--- config.mk ---
export PLATFORM = sky130hd
export DESIGN_NAME = kbd_matrix_scan
export DESIGN_NICKNAME = d
export VERILOG_FILES = /design/src/rtl/kbs_pkg.sv /design/src/rtl/kbs_row_sync.sv /design/src/rtl/kbs_col_reg.sv /design/src/rtl/kbd_matrix_scan.sv
export SDC_FILE = /design/constraint.sdc
export NUM_CORES = 1
export LEC_CHECK = 0
export ABC_AREA = 1
export BUFFER_PORTS_ARGS = -buffer_cell sky130_fd_sc_hd__buf_4
export CORE_AREA = 4 4 103 105
export DETAILED_ROUTE_END_ITERATION = 6
export DIE_AREA = 0 0 107 109
export MAX_ROUTING_LAYER = met4
export PLACE_DENSITY_LB_ADDON = 0.05
export SYNTH_ARGS = -nofsm -noshare
export SYNTH_HDL_FRONTEND = slang
export SYNTH_SLANG_ARGS = --single-unit
--- constraint.sdc ---
create_clock -name clk -period 2.2 [get_ports clk]
set_input_delay 0.11 -clock clk [delete_from_list [all_inputs] [get_ports clk]]
set_output_delay 0.11 -clock clk [all_outputs]
set_load 0.01 [all_outputs]
--- src/rtl/kbs_pkg.sv ---
package kbs_pkg;
  localparam logic [3:0] ADDR_CTRL  = 4'h0;
  localparam logic [3:0] ADDR_ROWS  = 4'h4;
  localparam logic [3:0] ADDR_COLLO = 4'h6;
  localparam logic [3:0] ADDR_COLHI = 4'h8;
  localparam logic [3:0] ADDR_PEND  = 4'hC;
  localparam logic [1:0] DRIVE_STRONG = 2'b01;
endpackage

--- src/rtl/kbs_row_sync.sv ---
module kbs_row_sync #(
  parameter int NROW = 8
) (
  input  logic            clk,
  input  logic            rst_n,
  input  logic [NROW-1:0] row_in_n,
  input  logic            clr_en,
  input  logic [NROW-1:0] clr_mask,
  output logic [NROW-1:0] pressed,
  output logic [NROW-1:0] pend
);
  logic [NROW-1:0] s1_q, s2_q, prev_q, pend_q;
  logic [NROW-1:0] edge_hit, pend_d;

  always_comb begin
    edge_hit = s2_q ^ prev_q;
    pend_d   = pend_q;
    if (clr_en) pend_d = pend_d & ~clr_mask;
    pend_d = pend_d | edge_hit;
  end

  always_ff @(posedge clk or negedge rst_n) begin
    if (!rst_n) begin
      s1_q   <= '1;
      s2_q   <= '1;
      prev_q <= '1;
      pend_q <= '0;
    end else begin
      s1_q   <= row_in_n;
      s2_q   <= s1_q;
      prev_q <= s2_q;
      pend_q <= pend_d;
    end
  end

  assign pressed = ~s2_q;
  assign pend    = pend_q;

  // a detected edge always leaves its flag set on the next clock
  assert_edge_sets_R6: assert property (@(posedge clk) disable iff (!rst_n)
    (edge_hit != '0) |=> ((pend_q & $past(edge_hit)) == $past(edge_hit)));
  // without a clear, flags never drop
  assert_pend_sticky_R7: assert property (@(posedge clk) disable iff (!rst_n)
    !clr_en |=> ((pend_q & $past(pend_q)) == $past(pend_q)));
endmodule

--- src/rtl/kbs_col_reg.sv ---
module kbs_col_reg #(
  parameter int NCOL = 18,
  parameter int DW   = 16
) (
  input  logic            clk,
  input  logic            rst_n,
  input  logic            wr_lo,
  input  logic            wr_hi,
  input  logic [DW-1:0]   wdata,
  output logic [NCOL-1:0] col_q,
  output logic            col2_q
);
  localparam int CHI = NCOL - DW;

  logic [NCOL-1:0] col_d;
  logic            col2_d;
  logic            col_en;

  always_comb begin
    col_en = wr_lo | wr_hi;
    col_d  = col_q;
    if (wr_lo) col_d[DW-1:0]    = wdata;
    if (wr_hi) col_d[NCOL-1:DW] = wdata[CHI-1:0];
    col2_d = col_d[2];
  end

  always_ff @(posedge clk or negedge rst_n) begin
    if (!rst_n) begin
      col_q  <= '1;
      col2_q <= 1'b1;
    end else if (col_en) begin
      col_q  <= col_d;
      col2_q <= col2_d;
    end
  end

  // low write lands on columns 15..0
  assert_col_lo_R3: assert property (@(posedge clk) disable iff (!rst_n)
    wr_lo |=> (col_q[DW-1:0] == $past(wdata)));
  // high write lands on top columns only
  assert_col_hi_R4: assert property (@(posedge clk) disable iff (!rst_n)
    (wr_hi && !wr_lo) |=> (col_q[NCOL-1:DW] == $past(wdata[CHI-1:0])) && $stable(col_q[DW-1:0]));
  // helper tracks column 2
  assert_col2_match_R5: assert property (@(posedge clk) disable iff (!rst_n)
    col2_q == col_q[2]);
endmodule

--- src/rtl/kbd_matrix_scan.sv ---
module kbd_matrix_scan #(
  parameter int NCOL = 18,
  parameter int NROW = 8,
  parameter int DW   = 16
) (
  input  logic            clk,
  input  logic            rst_n,
  input  logic            bus_sel,
  input  logic            bus_wr,
  input  logic [3:0]      bus_addr,
  input  logic [DW-1:0]   bus_wdata,
  output logic [DW-1:0]   bus_rdata,
  output logic [NCOL-1:0] col_out,
  output logic            col2_aux,
  output logic            col_hidrive,
  input  logic [NROW-1:0] row_in_n,
  output logic            irq
);
  import kbs_pkg::*;
  localparam int CHI = NCOL - DW;

  logic [1:0] rst_sync_q;
  logic       rst_n_i;

  always_ff @(posedge clk or negedge rst_n) begin
    if (!rst_n) rst_sync_q <= '0;
    else        rst_sync_q <= {rst_sync_q[0], 1'b1};
  end
  assign rst_n_i = rst_sync_q[1];

  logic wr_ctrl, wr_lo, wr_hi, wr_pend;
  always_comb begin
    wr_ctrl = bus_sel && bus_wr && (bus_addr == ADDR_CTRL);
    wr_lo   = bus_sel && bus_wr && (bus_addr == ADDR_COLLO);
    wr_hi   = bus_sel && bus_wr && (bus_addr == ADDR_COLHI);
    wr_pend = bus_sel && bus_wr && (bus_addr == ADDR_PEND);
  end

  logic       ien_q, ien_d;
  logic [1:0] drv_q, drv_d;
  always_comb begin
    ien_d = bus_wdata[0];
    drv_d = bus_wdata[7:6];
  end
  always_ff @(posedge clk or negedge rst_n_i) begin
    if (!rst_n_i) begin
      ien_q <= 1'b0;
      drv_q <= 2'b00;
    end else if (wr_ctrl) begin
      ien_q <= ien_d;
      drv_q <= drv_d;
    end
  end

  logic [NROW-1:0] pressed, pend;

  kbs_row_sync #(.NROW(NROW)) u_rows (
    .clk      (clk),
    .rst_n    (rst_n_i),
    .row_in_n (row_in_n),
    .clr_en   (wr_pend),
    .clr_mask (bus_wdata[NROW-1:0]),
    .pressed  (pressed),
    .pend     (pend)
  );

  kbs_col_reg #(.NCOL(NCOL), .DW(DW)) u_cols (
    .clk    (clk),
    .rst_n  (rst_n_i),
    .wr_lo  (wr_lo),
    .wr_hi  (wr_hi),
    .wdata  (bus_wdata),
    .col_q  (col_out),
    .col2_q (col2_aux)
  );

  always_comb begin
    bus_rdata = '0;
    case (bus_addr)
      ADDR_CTRL:  bus_rdata = {{(DW-8){1'b0}}, drv_q, 5'b0, ien_q};
      ADDR_ROWS:  bus_rdata = {{(DW-NROW){1'b0}}, pressed};
      ADDR_COLLO: bus_rdata = col_out[DW-1:0];
      ADDR_COLHI: bus_rdata = {{(DW-CHI){1'b0}}, col_out[NCOL-1:DW]};
      ADDR_PEND:  bus_rdata = {{(DW-NROW){1'b0}}, pend};
      default:    bus_rdata = '0;
    endcase
  end

  assign col_hidrive = (drv_q == DRIVE_STRONG);
  assign irq         = ien_q & (|pend);

  // a control write is reflected in the stored enable on the next clock
  assert_ctrl_write_R9: assert property (@(posedge clk) disable iff (!rst_n_i)
    wr_ctrl |=> (ien_q == $past(bus_wdata[0])));
  // interrupt needs a pending flag to be set
  assert_irq_needs_pend_R8: assert property (@(posedge clk) disable iff (!rst_n_i)
    irq |-> (pend != '0));
endmodule

# Yosys cells after proc, flatten, opt, wreduce, memory -nomap -nowiden
# Cells that the tools add are included.
dict set report word_totals {
  register_bits 55
  latch_bits 0
  ram_bits 0
  rom_bits 0
  in_bits 32
  output_inout_bits 37
  wordCells 34
  memories 0
}
dict set report op_classes {
  add_sub_neg 0
  multipliers 0
  n_div 0
  magnitude_cmp 0
  eq_ne 5
  shifts 0
  n_mux 3
  bitwise 7
  n_reduce_logical 9
}
# operator count
set op_table {}
lappend op_table {{16-bit one-hot mux with 5 select lines} 1}
lappend op_table {{8-bit NOT} 2}
lappend op_table {{8-bit AND} 1}
lappend op_table {{4-bit by 3-bit == test with 1-bit output, second input constant} 2}
lappend op_table {{4-bit == test, second input constant} 2}
lappend op_table {{8-bit two-way mux} 1}
lappend op_table {{8-bit OR} 1}
lappend op_table {{8-bit OR reduction} 1}
lappend op_table {{8-bit bitwise XOR} 1}
lappend op_table {{1-bit logical AND} 5}
lappend op_table {{4-bit zero test} 1}
lappend op_table {{2-bit AND reduction} 2}
lappend op_table {{3-bit two-way mux} 1}
lappend op_table {{2-bit by 1-bit == test with 1-bit output, second input constant} 1}
lappend op_table {{1-bit AND} 1}
lappend op_table {{1-bit OR} 1}

# Depth between registers and ports, before layout
# Gate-level depths: netlist (run 1).
dict set report depth {
  depth_word 4
  mapped_depth 7
  ltp_nobuf 7
}

# Hierarchy
# A second synthesis (run 1) with hierarchy kept.
dict set report unflattened {
  hier_cells 281
  hier_area_um2 2422.3
}
# module n_inst cells_each area_each_um2 seq_area_each_um2
set by_module_without_submodules {}
lappend by_module_without_submodules {kbs_row_sync 1 97 1076.0 830.8}
lappend by_module_without_submodules {kbs_col_reg 1 78 725.7 473.0}
lappend by_module_without_submodules {kbd_matrix_scan 1 106 620.6 125.1}

# Worst setup path before layout (run 1)
# Ideal clock, no wire load.
dict set report synth_path {
  path_type {input -> output}
  from {input bus_addr[1]}
  to {output bus_rdata[2]}
  arrival_ns 0.886
  required_time_ns 2.090
  path_slack_ns 1.204
  cell_stages 5
  n_path_buf 1
  path_cell_list {inv_1 nor2_2 nand2_4 buf_2 o211ai_1}
}
dict set report synth_via {
  elab_chain_cells 2
  word_cells_on_any_way 6
  classes_between {eq/ne (4); mux (1); reduce/logical (1)}
}
# item line_no
set synth_rtl {}
lappend synth_rtl {{start, declared} kbd_matrix_scan.sv:10} ;# input logic [3:0] bus_addr,
lappend synth_rtl {{4-bit == test (tied with other cells)} kbd_matrix_scan.sv:79} ;# case (bus_addr)
lappend synth_rtl {{16-bit one-hot mux with 5 select lines *} kbd_matrix_scan.sv:79}
lappend synth_rtl {{end, declared} kbd_matrix_scan.sv:12} ;# output logic [DW-1:0] bus_rdata,
# Mark *: on every way between the ends. The rest lies on a longest branch, timed or not.

# Worst setup path after layout (run 1)
dict set report layout_path {
  from {register u_rows.pend_q[6] (netlist: u_rows.pend[6])}
  to {output irq}
}
dict set report layout_via {
  elab_chain_cells 2
}
# item line_no
set layout_rtl {}
lappend layout_rtl {{start, declared} kbs_row_sync.sv:12} ;# logic [NROW-1:0] s1_q, s2_q, prev_q, pend_q;
lappend layout_rtl {{start signal, assigned} kbs_row_sync.sv:32} ;# pend_q <= pend_d;
lappend layout_rtl {{8-bit OR reduction} kbd_matrix_scan.sv:90} ;# assign irq = ien_q & (|pend);
lappend layout_rtl {{1-bit AND} kbd_matrix_scan.sv:90}
lappend layout_rtl {{end, declared} kbd_matrix_scan.sv:17} ;# output logic irq
# No other way between the ends.

==> results.toml, run 1 <==
[status]
status = "completed"

[synthesis]
synth_warnings = 0
synth_compound_area_frac = 0.05867
syn_inst = 247
synth_top_area_frac = 0.4662
synth.distinct_cells = 23
synth_top_family_by_area = "simple AND/OR/NAND/NOR gates"
synth_mux_area_frac = 0
syn_avg_cell_area_um2 = 9.584
synthXorXnorAreaFrac = 0.02960
ys_ff_latch = 55
seq_area_frac_synth = 0.6036
synth_area_leader_cell = "dfstp_2"
synthTopCellsByArea = "dfstp_2 47%, dfrtp_1 14%, nand2_1 9.7%"
yosys.area_share.simple = 0.2363
synthAdderAreaFrac = 0
syn-cell-area_um2 = 2367
synth.net_count = 279

[final_layout]
n_fill_cell = 1040
final_util = 0.3364
drive_above_1_share = 0.3927
mostFrequentLayoutCells = "68 x buf_4, 61 x nand2_1, 42 x dfstp_2, 34 x inv_1, 23 x nor2_1"
antenna_cells = 0
syn_to_final_growth_pct = 37.00
multi_input_area_um2 = 772.0
seqCellArea_um2 = 1430
mostFrequentLayoutCell = "buf_4"
nets = 362

[setup_path]
setup.worst_path.end_class = "primary output"
cp.arrival_ns = 1.37
path_cells = "inv_1 > nand4_1 > nor2_1 > nor2_1 > buf_4"
cp_slowest_cell = "dfrtp_1"
cpPeakStageDelay_ns = 0.41
cp_max_fo = 3
required_ns = 2.09
cpMostUsedCell = "nor2_1"
start_kind = "register"
crit_type = "reg2out"

[sta]
max_slew_margin = 0.6569
setup_violations = 0
timing.final.ws_setup_ns = 0.7224
post-route-period-util = 0.6716
fmax_ghz = 0.6768
clock_skew_ns = 0.003144
hold_viol = 0
rsz0062_at_grt = "false"
worst_pin_slew_ns = 0.5134
period_needed_ns = 1.478
drv_slew = 0
fin_setup_tns_ns = 0

[place]
routabilityCongestion = 0.7703
place_hpwl_um = 4385
pre_cts_ws_ns = 0.8125
portBuffers = 68

[floorplanning]
ios = 69
fp.coreArea_um2 = 9639
dieArea_um2 = 11660
die_height_um = 109
row_count = 36
die_w_um = 107
initial_core_util = 0.2456

[detailed_routing]
route.detailed.drc = 0
drt_iter0_drc = 73
via_per_inst = 3.890
routed_wl_um = 5940
topRoutingLayerUsed = "met4"
wl_met3_um = 299
post_drt_wl_per_cell_um = 12.80
routed-wl-met2_um = 2785
final_antenna_net_count = 0
wl_met1_um = 2791
vias = 1805
drt_pass1_iterations = 4

[clock_tree]
clock_tree.buffer_depth = 2
cts_hold_buf = 11
cts-htree-levels = 2
post-cts-setup-buffers = 0
clock_sinks = 55
cts-root-buf = "clkbuf_8"
clk_pin_slew_ns = 0.10
cts_resized = 0
cts_made_buffers = 5
cts_tree = "done"
clock_latency_ns = 0.31

[pwr]
powerDensity_nw_per_um2 = 726.0
p_leak_nw = 1.564
irDropWorstVdd_v = 0.0002646

[global_routing]
antenna_found_initial = 0
grt_pass1_vias = 1867
grt_max_degree = 40
grtUsageTotal = 0.1094
gr-total-overflow = 0
grt_first_pass_wirelength_um = 9639

[run]
maxCapViolCount = 0

[hold_path]
hold_class = "in2reg"
[routing by layer]
layer | track usage | vias to the layer above
met5 | - | -
met4 | 0.03562 | 0
met3 | 0.02368 | 7
met2 | 0.1731 | 45
met1 | 0.1406 | 812
li1 | - | 941
[sequential cells by signal, indices dropped and copies added (netlist names)]
register / flops
u_rows.prev_q: 8
u_rows.s2_q: 8
u_rows.s1_q: 8
rst_sync_q: 2
drv_q: 2
u_cols.col2_q: 1
u_rows.pend: 8
ien_q: 1
u_cols.col_q: 17
[cell usage after synthesis]
master / n
inv_1: 34
nand3_1: 14
nand2_4: 1
nor2_8: 1
xnor2_1: 8
conb_1: 1
nor2_1: 23
o211ai_1: 4
dfstp_2: 42
nand4_1: 10
nand3b_1: 3
nor2_2: 2
o21ai_0: 20
dfrtp_1: 13
nor3_4: 1
nor2_4: 2
buf_6: 2
buf_4: 1
o21ai_2: 1
buf_2: 1
inv_2: 1
nand2_2: 1
nand2_1: 61
[worst max-delay path, delay by kind of cell (launching register included)]
family | cells | cell delay [ns]
buffers and inverters | 2 | 0.23
flip-flops | 1 | 0.41
AND/OR/NAND/NOR | 3 | 0.41
[cell type report]
type,instances,share of cell area
sequential,55,0.4410
multi-input combinational,153,0.2380
clock inverter,2,0.006173
tap,133,0.05131
inverter,35,0.04051
clock buffer,6,0.02546
timing repair buffer,80,0.1975
[where the power goes]
part | switching [mW] | internal, mW | total [mW]
sequential | 0.0750 | 1.19 | 1.27
combinational | 0.232 | 0.234 | 0.466
clock | 0.353 | 0.266 | 0.619
total | 0.660 | 1.69 | 2.35
[stage by stage]
| step | std cells | hold WS (ns) | total power, mW | area [µm²] |
|---|---|---|---|---|
| floorplan | 247 | -0.1856 | 1.483 | 2367 |
| global placement | 445 | -0.1067 | 1.750 | 3030 |
| detailed placement | 445 | -0.1057 | 1.747 | 3030 |
| CTS | 464 | 0.004208 | 2.417 | 3243 |
| global route | 464 | 0.01825 | 2.499 | 3243 |
| finish | 464 | 0.01457 | 2.354 | 3243 |
[cells by family (layout without fill, tap and decap cells)]
family          count (synthesis)  in the layout
flops                          55             55
xor+xnor                        8              8
simple gates                  119            119
compound gates                 25             25
buf+inv                        39            123
other cells                     1              1
[path summary, 6_finish.rpt]
| path | startpoint | endpoint | slack, ns | cells past startpoint |
|---|---|---|---|---|
| worst max-delay path | u_rows.pend[6] | irq | 0.72 | 5 |
| max in group asynchronous | rst_sync_q[1] | u_cols.col_q[12] | 1.44 | 1 |
| worst max register to register | u_rows.s2_q[1] | u_rows.pend[1] | 1.31 | 2 |
| worst min register to register | rst_sync_q[1] | u_rows.pend[0] | 0.18 | 0 |
| worst min-delay path | bus_wdata[10] | u_cols.col_q[10] | 0.01 | 3 |
| min in group asynchronous | rst_n | rst_sync_q[1] | 0.11 | 2 |
No activity file was read; power rests on OpenSTA's default activity.
==> run 2: changes to the inputs <==
==> constraint.sdc (replaced) <==
create_clock -name clk -period 1.3 [get_ports clk]
set_input_delay 0.065 -clock clk [delete_from_list [all_inputs] [get_ports clk]]
set_output_delay 0.065 -clock clk [all_outputs]
set_load 0.01 [all_outputs]
==> run 2 against run 1 <==
Effect of this change: the flow now finishes with violations (setup timing); sequential cell count did not move; wire length rose by 7.0%; worst hold slack improved by 0.041 ns; global-route usage rose by 0.67 points; critical path type unchanged.
==> results.toml, run 2 (synthesis gave the netlist of run 1 again) <==
[status]
status = "complete, but fails checks"
violations = "setup timing"

[pwr]
powerDensity_nw_per_um2 = 1148
p_leak_nw = 1.708
irDropWorstVdd_v = 0.0005596

[floorplanning]
ios = 69
fp.coreArea_um2 = 9639
die_w_um = 107
dieArea_um2 = 11660
initial_core_util = 0.2456
die_height_um = 109
row_count = 36

[final_layout]
finalInstanceArea_um2 = 3558
syn_to_final_growth_pct = 50.32
nets = 398
antenna_cells = 0
largest_register_ffs = 17
mostFrequentLayoutCells = "89 x buf_4, 61 x nand2_1, 42 x dfstp_2, 25 x inv_1, 25 x dlygate4sd3_1"
mostFrequentLayoutCell = "buf_4"
drive_above_1_share = 0.4441
regMostFlops = "u_cols.col_q"
final_cells = 500

[setup_path]
path_cells = "inv_2 > o211ai_1 > buf_4"
setup.worst_path.end_class = "primary output"
cp_max_fo = 2
required_ns = 1.24
cp.arrival_ns = 1.28
crit_type = "reg2out"
start_kind = "register"
cp_slowest_cell = "dfstp_2"
cpPeakStageDelay_ns = 0.55

[hold_path]
hold_class = "in2async"

[clock_tree]
cts-root-buf = "clkbuf_8"
cts_tree = "done"
clock_sinks = 55
clock_latency_ns = 0.30
cts-htree-levels = 2
cts_made_buffers = 5
clk_pin_slew_ns = 0.11
clock_tree.buffer_depth = 2

[global_routing]
grtUsageTotal = 0.1162
gr-total-overflow = 0
grt_max_degree = 40
grt_first_pass_wirelength_um = 10250
grt_pass1_vias = 2005
antenna_found_initial = 0

[detailed_routing]
via_per_inst = 3.936
vias = 1968
route.detailed.drc = 0
drt_pass1_iterations = 4
final_antenna_net_count = 0
drt_iter0_drc = 99
post_drt_wl_per_cell_um = 12.72
routed_wl_um = 6358

[place]
post_dp_cell_area_um2 = 3075
portBuffers = 68
pre_cts_ws_ns = 0.1538
routabilityCongestion = 0.7667
dp.cells = 451
place_hpwl_um = 4562

[sta]
setup_violations = 5
drv_slew = 0
period_needed_ns = 1.342
timing.final.ws_setup_ns = -0.04240
hold_viol = 0
post-route-period-util = 1.033
fin_setup_tns_ns = -0.08090
rsz0062_at_grt = "true"
clock_skew_ns = 0.009313
fmax_ghz = 0.7449

[run]
maxCapViolCount = 0
run 2: cell types whose count changed in the layout (fill, tap and decap cells not counted), moves of 9 or more:
cell	before	now
dlygate4sd3_1	11	25
buf_4	68	89
inv_1	34	25
inv_2	1	10
run 2: worst paths after layout:
path	from	end	slack, ns	depth (start not counted)
max in group asynchronous	rst_sync_q[1]	u_cols.col_q[1]	0.77	1
min in group clk	bus_addr[3]	u_cols.col_q[16]	0.14	3
min reg2reg	rst_sync_q[1]	u_rows.pend[6]	0.26	1
max reg2reg	u_rows.s2_q[7]	u_rows.pend[7]	0.31	3
min	rst_n	rst_sync_q[1]	0.06	2
max	u_cols.col_q[3]	bus_rdata[3]	-0.04	3
run 2: layout make-up:
cell class | instances | area (µm²)
repair buffers | 116 | 949.7
clock buffers | 6 | 82.58
inverters | 35 | 131.4
clock inverters | 2 | 18.77
well taps | 133 | 166.4
fillers | 1015 | 6081
flip-flops and latches | 55 | 1430
multi-input cells | 153 | 779.5
run 2: metal layers:
metal | routed length [µm] | track usage | vias to the layer above | share of wire
li1 | - | - | 1011 | -
met1 | 3113 | 0.1532 | 914 | 0.49
met2 | 3005 | 0.1875 | 41 | 0.47
met3 | 203 | 0.02250 | 2 | 0.032
met4 | 35 | 0.02466 | 0 | 0.0055
met5 | 0 | - | - | 0
run 2: timing repair:
| action | 4_1_cts | 5_1_grt |
|---|---|---|
| pin swaps | 10 | 6 |
| endpoints found under the hold margin | 28 | 0 |
| gates resized for setup | 7 | 5 |
| gates cloned | 0 | 0 |
| buffers inserted | 11 | 5 |
| setup endpoints to repair | 9 | 9 |
| hold buffers | 25 | 0 |
run 2: stage by stage:
step / hold slack (ns) / utilization / total power, mW
after detailed placement: -0.1514 / 0.3191 / 2.976
after global placement: -0.1514 / 0.3191 / 2.973
final: 0.05559 / 0.3692 / 4.084
after floorplan: -0.2306 / - / 2.510
after CTS: 0.03940 / 0.3653 / 4.161
after global routing: 0.04765 / 0.3692 / 4.346
run 2: where the power goes:
part / internal [mW] / switching, mW / leakage [nW] / total, mW
Clock: 0.447 / 0.596 / 0.0493 / 1.04
Sequential: 2.02 / 0.116 / 0.570 / 2.14
Combinational: 0.473 / 0.432 / 1.09 / 0.906
run 2: worst max-delay path: cells and delay by family (launching register included):
family          cells  cell delay, ns
compound gates      1            0.21
buf+inv             2            0.21
flops               1            0.55
==> run 3: changes to the inputs <==
--- a/config.mk
+++ b/config.mk
@@ -10,6 +10,7 @@
 export CORE_AREA = 4 4 103 105
 export DETAILED_ROUTE_END_ITERATION = 6
 export DIE_AREA = 0 0 107 109
+export GPL_TIMING_DRIVEN = 0
 export MAX_ROUTING_LAYER = met4
 export PLACE_DENSITY_LB_ADDON = 0.05
 export SYNTH_ARGS = -nofsm -noshare
==> run 3 against run 2 <==
Effect of this change: the run still ends with setup timing left; first-iteration DRC count fell by 33%; non-clock buffer count fell by 3; clock power barely moved; register-to-register slack got worse by 0.07 ns; worst setup slack got worse by 0.023 ns; critical path type unchanged.
==> results.toml, run 3 (synthesis gave the netlist of run 1 again) <==
[sta]
drv_slew = 0
max_slew_margin = 0.5333
clock_skew_ns = 0.005162
period_needed_ns = 1.366
post-route-period-util = 1.051
fmax_ghz = 0.7322
timing.final.ws_setup_ns = -0.06566
worst_pin_slew_ns = 0.7001
setup_violations = 6
rsz0062_at_grt = "true"
hold_viol = 0

[floorplanning]
ios = 69
fp.coreArea_um2 = 9639
die_height_um = 109
row_count = 36
initial_core_util = 0.2456
die_w_um = 107
dieArea_um2 = 11660

[status]
status = "complete, but fails checks"
violations = "setup timing"

[clock_tree]
clock_tree.buffer_depth = 2
cts_tree = "done"
clock_sinks = 55
cts_made_buffers = 5
clk_pin_slew_ns = 0.10
cts-htree-levels = 2
cts-root-buf = "clkbuf_8"
clock_latency_ns = 0.31

[final_layout]
seqCellArea_um2 = 1433
n_fill_cell = 1045
final_util = 0.3662
mostFrequentLayoutCell = "buf_4"
mostFrequentLayoutCells = "84 x buf_4, 61 x nand2_1, 42 x dfstp_2, 25 x inv_1, 25 x dlygate4sd3_1"
antenna_cells = 0
drive_above_1_share = 0.4396
regMostFlops = "u_cols.col_q"
nets = 395
largest_register_ffs = 17
multi_input_area_um2 = 779.5
syn_to_final_growth_pct = 49.10

[setup_path]
crit_type = "reg2out"
required_ns = 1.24
start_kind = "register"
setup.worst_path.end_class = "primary output"
rrSetupSlack_ns = 0.24
cp.arrival_ns = 1.30
cp_max_fo = 3

[place]
routabilityCongestion = 0.7891
pre_cts_ws_ns = -0.06315
place_hpwl_um = 4438
portBuffers = 68

[detailed_routing]
post_drt_wl_per_cell_um = 12.79
drt_iter0_drc = 66
vias = 1956
routed_wl_um = 6357
final_antenna_net_count = 0
via_per_inst = 3.936
route.detailed.drc = 0
drt_pass1_iterations = 4

[global_routing]
gr-total-overflow = 0
grtUsageTotal = 0.1142
grt_max_degree = 54
grt_pass1_vias = 1942
grt_first_pass_wirelength_um = 10050
antenna_found_initial = 0

[run]
maxCapViolCount = 0

[pwr]
p_leak_nw = 1.695
irDropWorstVdd_v = 0.0004226
powerDensity_nw_per_um2 = 1150

[hold_path]
hold_class = "in2async"
## run 3: power breakdown
group	leakage, nW	total [mW]	switching [mW]	internal [mW]
clock	0.0522	1.04	0.597	0.448
sequential	0.570	2.16	0.142	2.02
combinational	1.07	0.852	0.394	0.458
## run 3: per-stage QoR
stage | power (mW) | std cells | hold slack, ns | setup TNS [ns] | instance area [µm²]
2_1_floorplan | 2.510 | 247 | -0.2306 | 0 | 2369
3_3_place_gp | 2.954 | 448 | -0.1518 | -0.8530 | 3045
3_5_place_dp | 2.961 | 448 | -0.1513 | -0.7038 | 3045
4_1_cts | 4.131 | 492 | 0.03415 | -0.4209 | 3490
5_1_grt | 4.294 | 497 | 0.04253 | -0.7311 | 3530
6_report | 4.059 | 497 | 0.05741 | -0.2003 | 3530
## run 3: repair_timing
| action | in CTS | in global routing |
|---|---|---|
| setup buffers | 11 | 5 |
| gates resized for setup | 10 | 3 |
| hold buffers | 25 | 0 |
| setup endpoints to repair | 20 | 9 |
| hold endpoints to repair | 27 | 0 |
| pin swaps | 14 | 6 |
## run 3: layer usage
metal	wire, µm	GRT usage	vias up
li1	-	-	1008
met1	2938	0.1508	881
met5	0	-	-
met3	361	0.02427	7
met2	2989	0.1785	60
met4	68	0.03196	0
## run 3: critical path, stage by stage (launching register included)
cell and delay (ns):
dfstp_2 0.57, inv_2 0.05, nand3_2 0.06, nand2_1 0.05
nor2_1 0.07, nand2_1 0.07, buf_6 0.12
## run 3: final timing paths
path                                start               end  cells after the start
max                        u_rows.s2_q[0]      bus_rdata[0]                      6
min                                 rst_n     rst_sync_q[1]                      2
max reg2reg                u_rows.s2_q[1]    u_rows.pend[1]                      4
min reg2reg                 rst_sync_q[0]     rst_sync_q[1]                      0
max in group asynchronous   rst_sync_q[1]          drv_q[1]                      0
min in group clk              bus_addr[3]  u_cols.col_q[17]                      3
## run 3: layout make-up
| class | instances | area share |
|---|---|---|
| clock buffers | 6 | 0.02340 |
| well taps | 133 | 0.04715 |
| plain buffers | 4 | 0.009926 |
| multi-input cells | 153 | 0.2208 |
| inverters | 35 | 0.03722 |
| clock inverters | 2 | 0.004963 |
| flip-flops and latches | 55 | 0.4059 |
| repair buffers | 109 | 0.2506 |
